$ cat src/rtl/irq_pkg.sv
package irq_pkg;
  localparam int NUM_FLAGS = 8;
  localparam int NUM_SRC   = 6;

  typedef enum logic [2:0] {
    SRC_EXT0 = 3'd0,
    SRC_TMR0 = 3'd1,
    SRC_EXT1 = 3'd2,
    SRC_TMR1 = 3'd3,
    SRC_SER  = 3'd4,
    SRC_TMR2 = 3'd5
  } src_e;

  // flag bit positions
  localparam int FL_EXT0 = 0;
  localparam int FL_EXT1 = 1;
  localparam int FL_TMR0 = 2;
  localparam int FL_TMR1 = 3;
  localparam int FL_T2OV = 4;
  localparam int FL_T2EX = 5;
  localparam int FL_RX   = 6;
  localparam int FL_TX   = 7;
endpackage

$ cat src/rtl/irq_src_map.sv
module irq_src_map
  import irq_pkg::*;
#(
  parameter int NF = NUM_FLAGS,
  parameter int NS = NUM_SRC
) (
  input  logic [NF-1:0] flags_i,
  input  logic [NS-1:0] en_i,
  input  logic          gen_i,
  output logic [NS-1:0] pend_o
);
  logic [NS-1:0] raw;

  always_comb begin
    raw           = '0;
    raw[SRC_EXT0] = flags_i[FL_EXT0];
    raw[SRC_TMR0] = flags_i[FL_TMR0];
    raw[SRC_EXT1] = flags_i[FL_EXT1];
    raw[SRC_TMR1] = flags_i[FL_TMR1];
    raw[SRC_SER]  = flags_i[FL_RX] | flags_i[FL_TX];
    raw[SRC_TMR2] = flags_i[FL_T2OV] | flags_i[FL_T2EX];
  end

  genvar g;
  generate
    for (g = 0; g < NS; g++) begin : g_mask
      assign pend_o[g] = raw[g] & en_i[g] & gen_i;
    end
  endgenerate
endmodule

$ cat src/rtl/irq_prio_sel.sv
module irq_prio_sel #(
  parameter int NS = 6,
  localparam int IW = $clog2(NS)
) (
  input  logic [NS-1:0] pend_i,
  input  logic [NS-1:0] prio_i,
  input  logic [1:0]    isr_i,
  output logic          valid_o,
  output logic [IW-1:0] idx_o,
  output logic          lvl_o
);
  logic [1:0]    lvl_hit;
  logic [IW-1:0] lvl_idx [2];

  genvar l;
  generate
    for (l = 0; l < 2; l++) begin : g_lvl
      logic [NS-1:0] cand;
      logic          allow;
      // high level blocked only by an active high handler, low by any
      assign allow = (l == 1) ? !isr_i[1] : (isr_i == 2'b00);
      assign cand  = pend_i & ((l == 1) ? prio_i : ~prio_i);

      always_comb begin
        lvl_hit[l] = allow & (|cand);
        lvl_idx[l] = '0;
        for (int i = NS - 1; i >= 0; i--) begin
          if (cand[i]) lvl_idx[l] = IW'(i);
        end
      end
    end
  endgenerate

  always_comb begin
    valid_o = |lvl_hit;
    lvl_o   = lvl_hit[1];
    idx_o   = lvl_hit[1] ? lvl_idx[1] : lvl_idx[0];
  end
endmodule

$ cat src/rtl/irq_isr_track.sv
module irq_isr_track (
  input  logic       clk_i,
  input  logic       rst_ni,
  input  logic       take_i,
  input  logic       take_lvl_i,
  input  logic       ret_i,
  output logic [1:0] isr_o
);
  logic [1:0] isr_q, isr_d;

  always_comb begin
    isr_d = isr_q;
    if (ret_i) begin
      if (isr_q[1]) isr_d[1] = 1'b0;
      else          isr_d[0] = 1'b0;
    end
    if (take_i) isr_d[take_lvl_i] = 1'b1;
  end

  always_ff @(posedge clk_i or negedge rst_ni) begin
    if (!rst_ni) isr_q <= '0;
    else         isr_q <= isr_d;
  end

  assign isr_o = isr_q;
endmodule

$ cat src/rtl/irq_ctrl.sv
module irq_ctrl
  import irq_pkg::*;
#(
  parameter int NF        = NUM_FLAGS,
  parameter int NS        = NUM_SRC,
  parameter int VW        = 16,
  parameter int VEC_BASE  = 3,
  parameter int VEC_STEP  = 8,
  localparam int IW       = $clog2(NS)
) (
  input  logic          clk_i,
  input  logic          rst_ni,
  input  logic [NF-1:0] flags_i,
  input  logic [NS-1:0] en_i,
  input  logic          gen_i,
  input  logic [NS-1:0] prio_i,
  input  logic          last_cycle_i,
  input  logic          reti_i,
  input  logic          cfg_acc_i,
  input  logic          ack_i,
  output logic          irq_o,
  output logic [VW-1:0] vec_o,
  output logic [1:0]    isr_o,
  output logic [NF-1:0] clr_o
);
  logic [NS-1:0] pend;
  logic          sel_valid, sel_lvl;
  logic [IW-1:0] sel_idx;
  logic          irq_q, lvl_q, cfg_q;
  logic [IW-1:0] idx_q;
  logic          take, block;

  irq_src_map #(.NF(NF), .NS(NS)) u_map (
    .flags_i (flags_i),
    .en_i    (en_i),
    .gen_i   (gen_i),
    .pend_o  (pend)
  );

  irq_prio_sel #(.NS(NS)) u_sel (
    .pend_i  (pend),
    .prio_i  (prio_i),
    .isr_i   (isr_o),
    .valid_o (sel_valid),
    .idx_o   (sel_idx),
    .lvl_o   (sel_lvl)
  );

  irq_isr_track u_isr (
    .clk_i      (clk_i),
    .rst_ni     (rst_ni),
    .take_i     (take),
    .take_lvl_i (lvl_q),
    .ret_i      (reti_i),
    .isr_o      (isr_o)
  );

  assign take  = ack_i & irq_q;
  assign block = last_cycle_i | reti_i | cfg_acc_i | cfg_q;

  always_ff @(posedge clk_i or negedge rst_ni) begin
    if (!rst_ni) begin
      irq_q <= 1'b0;
      idx_q <= '0;
      lvl_q <= 1'b0;
      cfg_q <= 1'b0;
    end else begin
      cfg_q <= cfg_acc_i;
      irq_q <= sel_valid & ~block & ~take;
      if (sel_valid) begin
        idx_q <= sel_idx;
        lvl_q <= sel_lvl;
      end
    end
  end

  assign irq_o = irq_q;
  assign vec_o = irq_q ? (VW'(VEC_BASE) + VW'(idx_q) * VW'(VEC_STEP)) : '0;

  // edge-type flags are cleared by hardware, serial and timer 2 by software
  always_comb begin
    clr_o = '0;
    if (take) begin
      case (idx_q)
        IW'(SRC_EXT0): clr_o[FL_EXT0] = 1'b1;
        IW'(SRC_EXT1): clr_o[FL_EXT1] = 1'b1;
        IW'(SRC_TMR0): clr_o[FL_TMR0] = 1'b1;
        IW'(SRC_TMR1): clr_o[FL_TMR1] = 1'b1;
        default:       clr_o = '0;
      endcase
    end
  end
endmodule

$ cat config.mk
export PLATFORM = sky130hd
export DESIGN_NAME = irq_ctrl
export DESIGN_NICKNAME = d
export VERILOG_FILES = /design/src/rtl/irq_pkg.sv /design/src/rtl/irq_src_map.sv /design/src/rtl/irq_prio_sel.sv /design/src/rtl/irq_isr_track.sv /design/src/rtl/irq_ctrl.sv
export SDC_FILE = /design/constraint.sdc
export NUM_CORES = 1
export LEC_CHECK = 0
export ABC_CLOCK_PERIOD_IN_PS = 1100
export CORE_UTILIZATION = 54
export CTS_CLUSTER_SIZE = 28
export DETAILED_ROUTE_END_ITERATION = 12
export DONT_BUFFER_PORTS = 1
export GPL_TIMING_DRIVEN = 1
export PLACE_DENSITY = 0.84
export SETUP_SLACK_MARGIN = 0.1
export SYNTH_ARGS = -nofsm -noshare
export SYNTH_HDL_FRONTEND = slang
export SYNTH_SLANG_ARGS = --single-unit
$ cat constraint.sdc
create_clock -name clk_i -period 1.1 [get_ports clk_i]
set_input_delay 0.11 -clock clk_i [delete_from_list [all_inputs] [get_ports clk_i]]
set_output_delay 0.11 -clock clk_i [all_outputs]
set_load 0.02 [all_outputs]
==> Word-level counts from Yosys, hierarchy flattened <==
Cells that the tools add are included.
{ "word_totals": {"ff_bits": 8, "in_bits": 27, "output_inout_bits": 27, "elab_cells": 70} }
{ "op_classes": {"add_sub_neg": 1, "n_lt_le_gt_ge": 2, "n_eq_ne": 3, "mux": 24, "n_bitwise": 28, "reduce_logical": 7} }
{ "ops": {"columns": ["operator", "n"], "rows": [
  ["3-bit two-way mux", 13],
  ["1-bit bitwise AND", 17],
  ["6-bit bitwise AND", 2],
  ["6-bit OR reduction", 2],
  ["2-bit by 6-bit adder with 7-bit output, first input constant", 1],
  ["7-bit two-way mux", 1],
  ["3-bit by 2-bit == test with 1-bit output, second input constant", 2],
  ["1-bit two-way mux", 6],
  ["6-bit inverter", 1],
  ["1-bit OR", 5],
  ["2-bit two-way mux", 2],
  ["4-bit two-way mux", 1],
  ["3-bit by 1-bit == test with 1-bit output, second input constant", 1],
  ["3-bit zero test", 1],
  ["2-bit zero test", 1],
  ["1-bit by 2-bit < comparator with 1-bit output, second input constant", 1],
  ["1-bit inverter", 2],
  ["2-bit OR", 1],
  ["2-bit OR reduction", 1],
  ["1-bit demux with 1-bit select", 1],
  ["1-bit >= comparator, second input constant", 1],
  ["1-bit logical AND", 1],
  ["1-bit zero test", 1]
]} }

==> Longest topological paths before layout <==
{ "depth": {"ltp_word": 11, "depth_mapped": 6} }

==> By module <==
Synthesis repeated with hierarchy kept, for this count alone.
{ "unflattened": {"hier_cells": 84, "hier_area_um2": 793.3} }
{ "modules_own_cells": {"columns": ["mod", "instances", "cells_each", "area_per_inst_um2", "seq_area_each_um2"], "rows": [
  ["irq_ctrl", 1, 39, 419.2, 150.1],
  ["irq_prio_sel", 1, 31, 247.7, 0.0],
  ["irq_isr_track", 1, 8, 81.3, 50.0],
  ["irq_src_map", 1, 6, 45.0, 0.0]
]} }

==> Worst setup path after synthesis <==
OpenSTA, ideal clock, no wires.
{ "synth_timing": {"path_kind": "register to output", "from": "reg irq_q (netlist: irq_o)", "to": "out clr_o[0]", "arrival_time_ns": 1.280, "path_slack_ns": -0.290, "path_stages_with_launch": 3, "n_path_buf": 0, "cell_sequence": "dfrtp_1 > nand2_1 > nor4_1"} }
{ "synth_via": {"elab_chain_len": 2} }
{ "synth_lines": {"columns": ["item", "line", "rtl"], "rows": [
  ["start, declared", "irq_ctrl.sv:29", "logic irq_q, lvl_q, cfg_q;"],
  ["start signal, assigned", "irq_ctrl.sv:69", "irq_q <= sel_valid & ~block & ~take;"],
  ["1-bit bitwise AND", "irq_ctrl.sv:58", "assign take = ack_i & irq_q;"],
  ["4-bit two-way mux", "irq_ctrl.sv:83", "if (take) begin"],
  ["end, declared", "irq_ctrl.sv:24", "output logic [NF-1:0] clr_o"]
]} }
No other way between the ends.

==> Worst setup path in the final report <==
{ "layout_timing": {"from": "reg idx_q[1]", "to": "out clr_o[0]"} }
{ "layout_via": {"elab_chain_len": 3} }
{ "layout_lines": {"columns": ["item", "line", "rtl"], "rows": [
  ["start, declared", "irq_ctrl.sv:30", "logic [IW-1:0] idx_q;"],
  ["start signal, assigned", "irq_ctrl.sv:71", "idx_q <= sel_idx;"],
  ["3-bit zero test", "irq_ctrl.sv:84", "case (idx_q)"],
  ["1-bit two-way mux", "irq_ctrl.sv:84", null],
  ["4-bit two-way mux", "irq_ctrl.sv:83", null]
]} }
No other way between the ends.

==> key figures <==
Detailed routing
  • Vias after detailed routing: ~730
  • TritonRoute pass-1 iters: 4
  • M1 WL: a little over 700 µm
  • Routed length on met2: ~1000 µm
  • Via/cell ratio: between 5 and 6
  • Routed WL per cell: about 15 µm
  • DRC viols: 0
  • Antenna-violating nets left: 0
  • Wire length on met3: 122 µm
  • Routed WL: 1.86 mm
  • Top Layer Used: met4
  • DR iter-0 viols: 17

Power and ir drop
  • LEAKAGE: roughly 0.45 nW
  • VDD IR max: slightly above 0.5 mV
  • Power Density: between 900 and 1000 mW/mm²

Floorplan
  • Die W: about 40 µm
  • Effective utilization at floorplan: 0.587
  • Die footprint: 0.00159 mm²
  • Core Area: approximately 0.0013 mm²
  • Die H: around 40 µm
  • # rows: 13
  • I/O pin cnt: 54

Clock network
  • Root buf cell: clkbuf_4
  • Clock slew at reported path FFs: approximately 0.060 ns
  • CTS Buf Count: 3
  • Clk_lat worst skew: 0.26 ns
  • Clock Sinks: 8
  • TritonCTS clock tree: built
  • Maximum buffer depth of the clock tree: 2
  • Htree depth: 1

Logic synthesis
  • EDFF count, synth: 0
  • Cells after Synth: 90
  • Ys flop type: dfrtp_1
  • Async SR Flop Fraction: 1.00
  • FF+latch count, synth: 8
  • Synth area leaders: dfrtp_1 (26%), buf_4 (17%), nand4_1 (4.0%)
  • Synth top area share: 0.259
  • Area leader, netlist: dfrtp_1
  • Cell area after synthesis: roughly 770 µm²
  • Yosys warning total: 0
  • Average cell area after synthesis: roughly 8.6 µm²
  • Sequential fraction of the synthesis area: 0.259
  • Synth cell types: 36

STA
  • Fin. Hold Viols: 0
  • Max-slew violations: 0
  • Final period util: 1.12
  • # setup viols final: 8
  • Worst setup margin: -0.135 ns
  • RSZ-0062 raised after global routing: yes
  • Final Skew: 0.00579 ns
  • Hold Slack: between 0.015 and 0.02 ns
  • Post-route minimum period: ~1.2 ns
  • Peak Freq: slightly above 800 MHz

Critical path
  • CP Launch Type: flop
  • Critical Path End Type: primary output
  • Crit Path Category: flop to primary output
  • Worst path required time: around 0.99 ns
  • Critical Path AT: about 1.1 ns
  • Critical path peak fanout: 2
  • Worst Reg-to-Reg Cells: 3

Layout
  • Synth-to-layout area growth: 29.1%
  • FILL cells: 82
  • Final Net Count: 136
  • Share of layout cells above drive strength 1: 0.472
  • N_diodes: 0
  • Most frequent cells in the layout: conb_1 (15), buf_4 (9)
  • Commonest non-fill, non-tap cell in the layout: conb_1

Global routing
  • Antenna violations before repair: 0
  • Largest net degree at the start of global routing: 14
  • Wire length of the first global-routing pass: about 2.7 mm
  • Vias in the first global route: 681
  • Total grt overflow: 0
  • GRT Total Usage: 0.270

Run
  • Max cap viols: 0

Worst hold path
  • Hold path cells: 2
  • Hold crit path type: input pin to flop

Placement
  • Post-DP HPWL: 1.48 mm
  • Routability cong.: approximately 0.76
  • IO buf count: 0
  • Pre-CTS setup slack: -0.161 ns

Run status
  • Failing checks: negative setup slack
  • Status: finished, violations left
-- state kept, by name (all words and copies together) (netlist names) --
name         cells
cfg_q            1
idx_q            3
irq_o            1
lvl_q            1
u_isr.isr_o      2
-- routing by layer --
metal / up-vias / track usage
met5: - / 0
met4: 0 / 0.0948
met3: 6 / 0.0909
met2: 38 / 0.516
met1: 354 / 0.261
li1: 336 / -
-- report_power, final --
group | switching [W] | internal [W]
clock network | 0.000110 | 0.000139
registers | 0.0000436 | 0.000334
logic | 0.000186 | 0.000151
-- critical path: stages, from the launching register on --
cell,delay [ns]
dfrtp_2,0.42
nor4_2,0.25
buf_4,0.18
-- synth_stat cells (3+ instances only) --
cell,count
dfrtp_1,8
nand2_1,7
and2_1,3
buf_4,17
o21ai_0,4
inv_1,3
nand4_1,5
nor2_1,7
nand4b_1,3
-- worst paths after layout --
check | start | slack (ns) | end
setup / recovery | idx_q[1]$_DFFE_PN0P_ | -0.14 | clr_o[0]
hold reg to reg | lvl_q$_DFFE_PN0P_ | 0.52 | u_isr.isr_o[0]$_DFF_PN0_
setup reg to reg | u_isr.isr_o[0]$_DFF_PN0_ | -0.10 | idx_q[1]$_DFFE_PN0P_
hold / removal | ack_i | 0.02 | u_isr.isr_o[1]$_DFF_PN0_
min in group asynchronous | rst_ni | 0.19 | cfg_q$_DFF_PN0_
max in group asynchronous | rst_ni | 0.63 | irq_o$_DFF_PN0_
-- cell type report --
| class | count | area, µm² | area share |
|---|---|---|---|
| inverters | 3 | 11.3 | 0.0113 |
| repair buffers | 18 | 174 | 0.174 |
| clock buffers | 4 | 26.3 | 0.0263 |
| well taps | 15 | 18.8 | 0.0188 |
| multi-input cells | 75 | 562 | 0.563 |
| flip-flops and latches | 8 | 206 | 0.207 |
-- logic make-up after synthesis --
logic type / Yosys count / synth area share
buffers and inverters: 21 / 0.194
DFF: 8 / 0.259
and+or+nand+nor: 35 / 0.261
muxes: 1 / 0.0194
other: 1 / 0.00485
AOI/OAI and AO/OA: 24 / 0.262
-- stage by stage --
step	power (W)	instance area (µm²)	util	cells	setup TNS [ns]
detailed placement	0.000641	816	0.619	111	-0.344
CTS	0.000941	956	0.726	123	-0.621
global placement	0.000624	816	0.619	111	-0.190
floorplan	0.000614	865	-	104	-0.177
finish	0.000964	998	0.758	123	-0.561
global route	0.00102	998	0.758	123	-0.901
-- timing repair --
action | in CTS | in global routing
gates resized for setup | 15 | 13
setup buffers | 5 | 0
cloned | 0 | 0
setup endpoints to repair | 15 | 18
hold buffers | 3 | 0
hold endpoints to repair | 10 | 0
pin swaps | 7 | 6
Note: power is estimated with default switching activity, not from simulation.
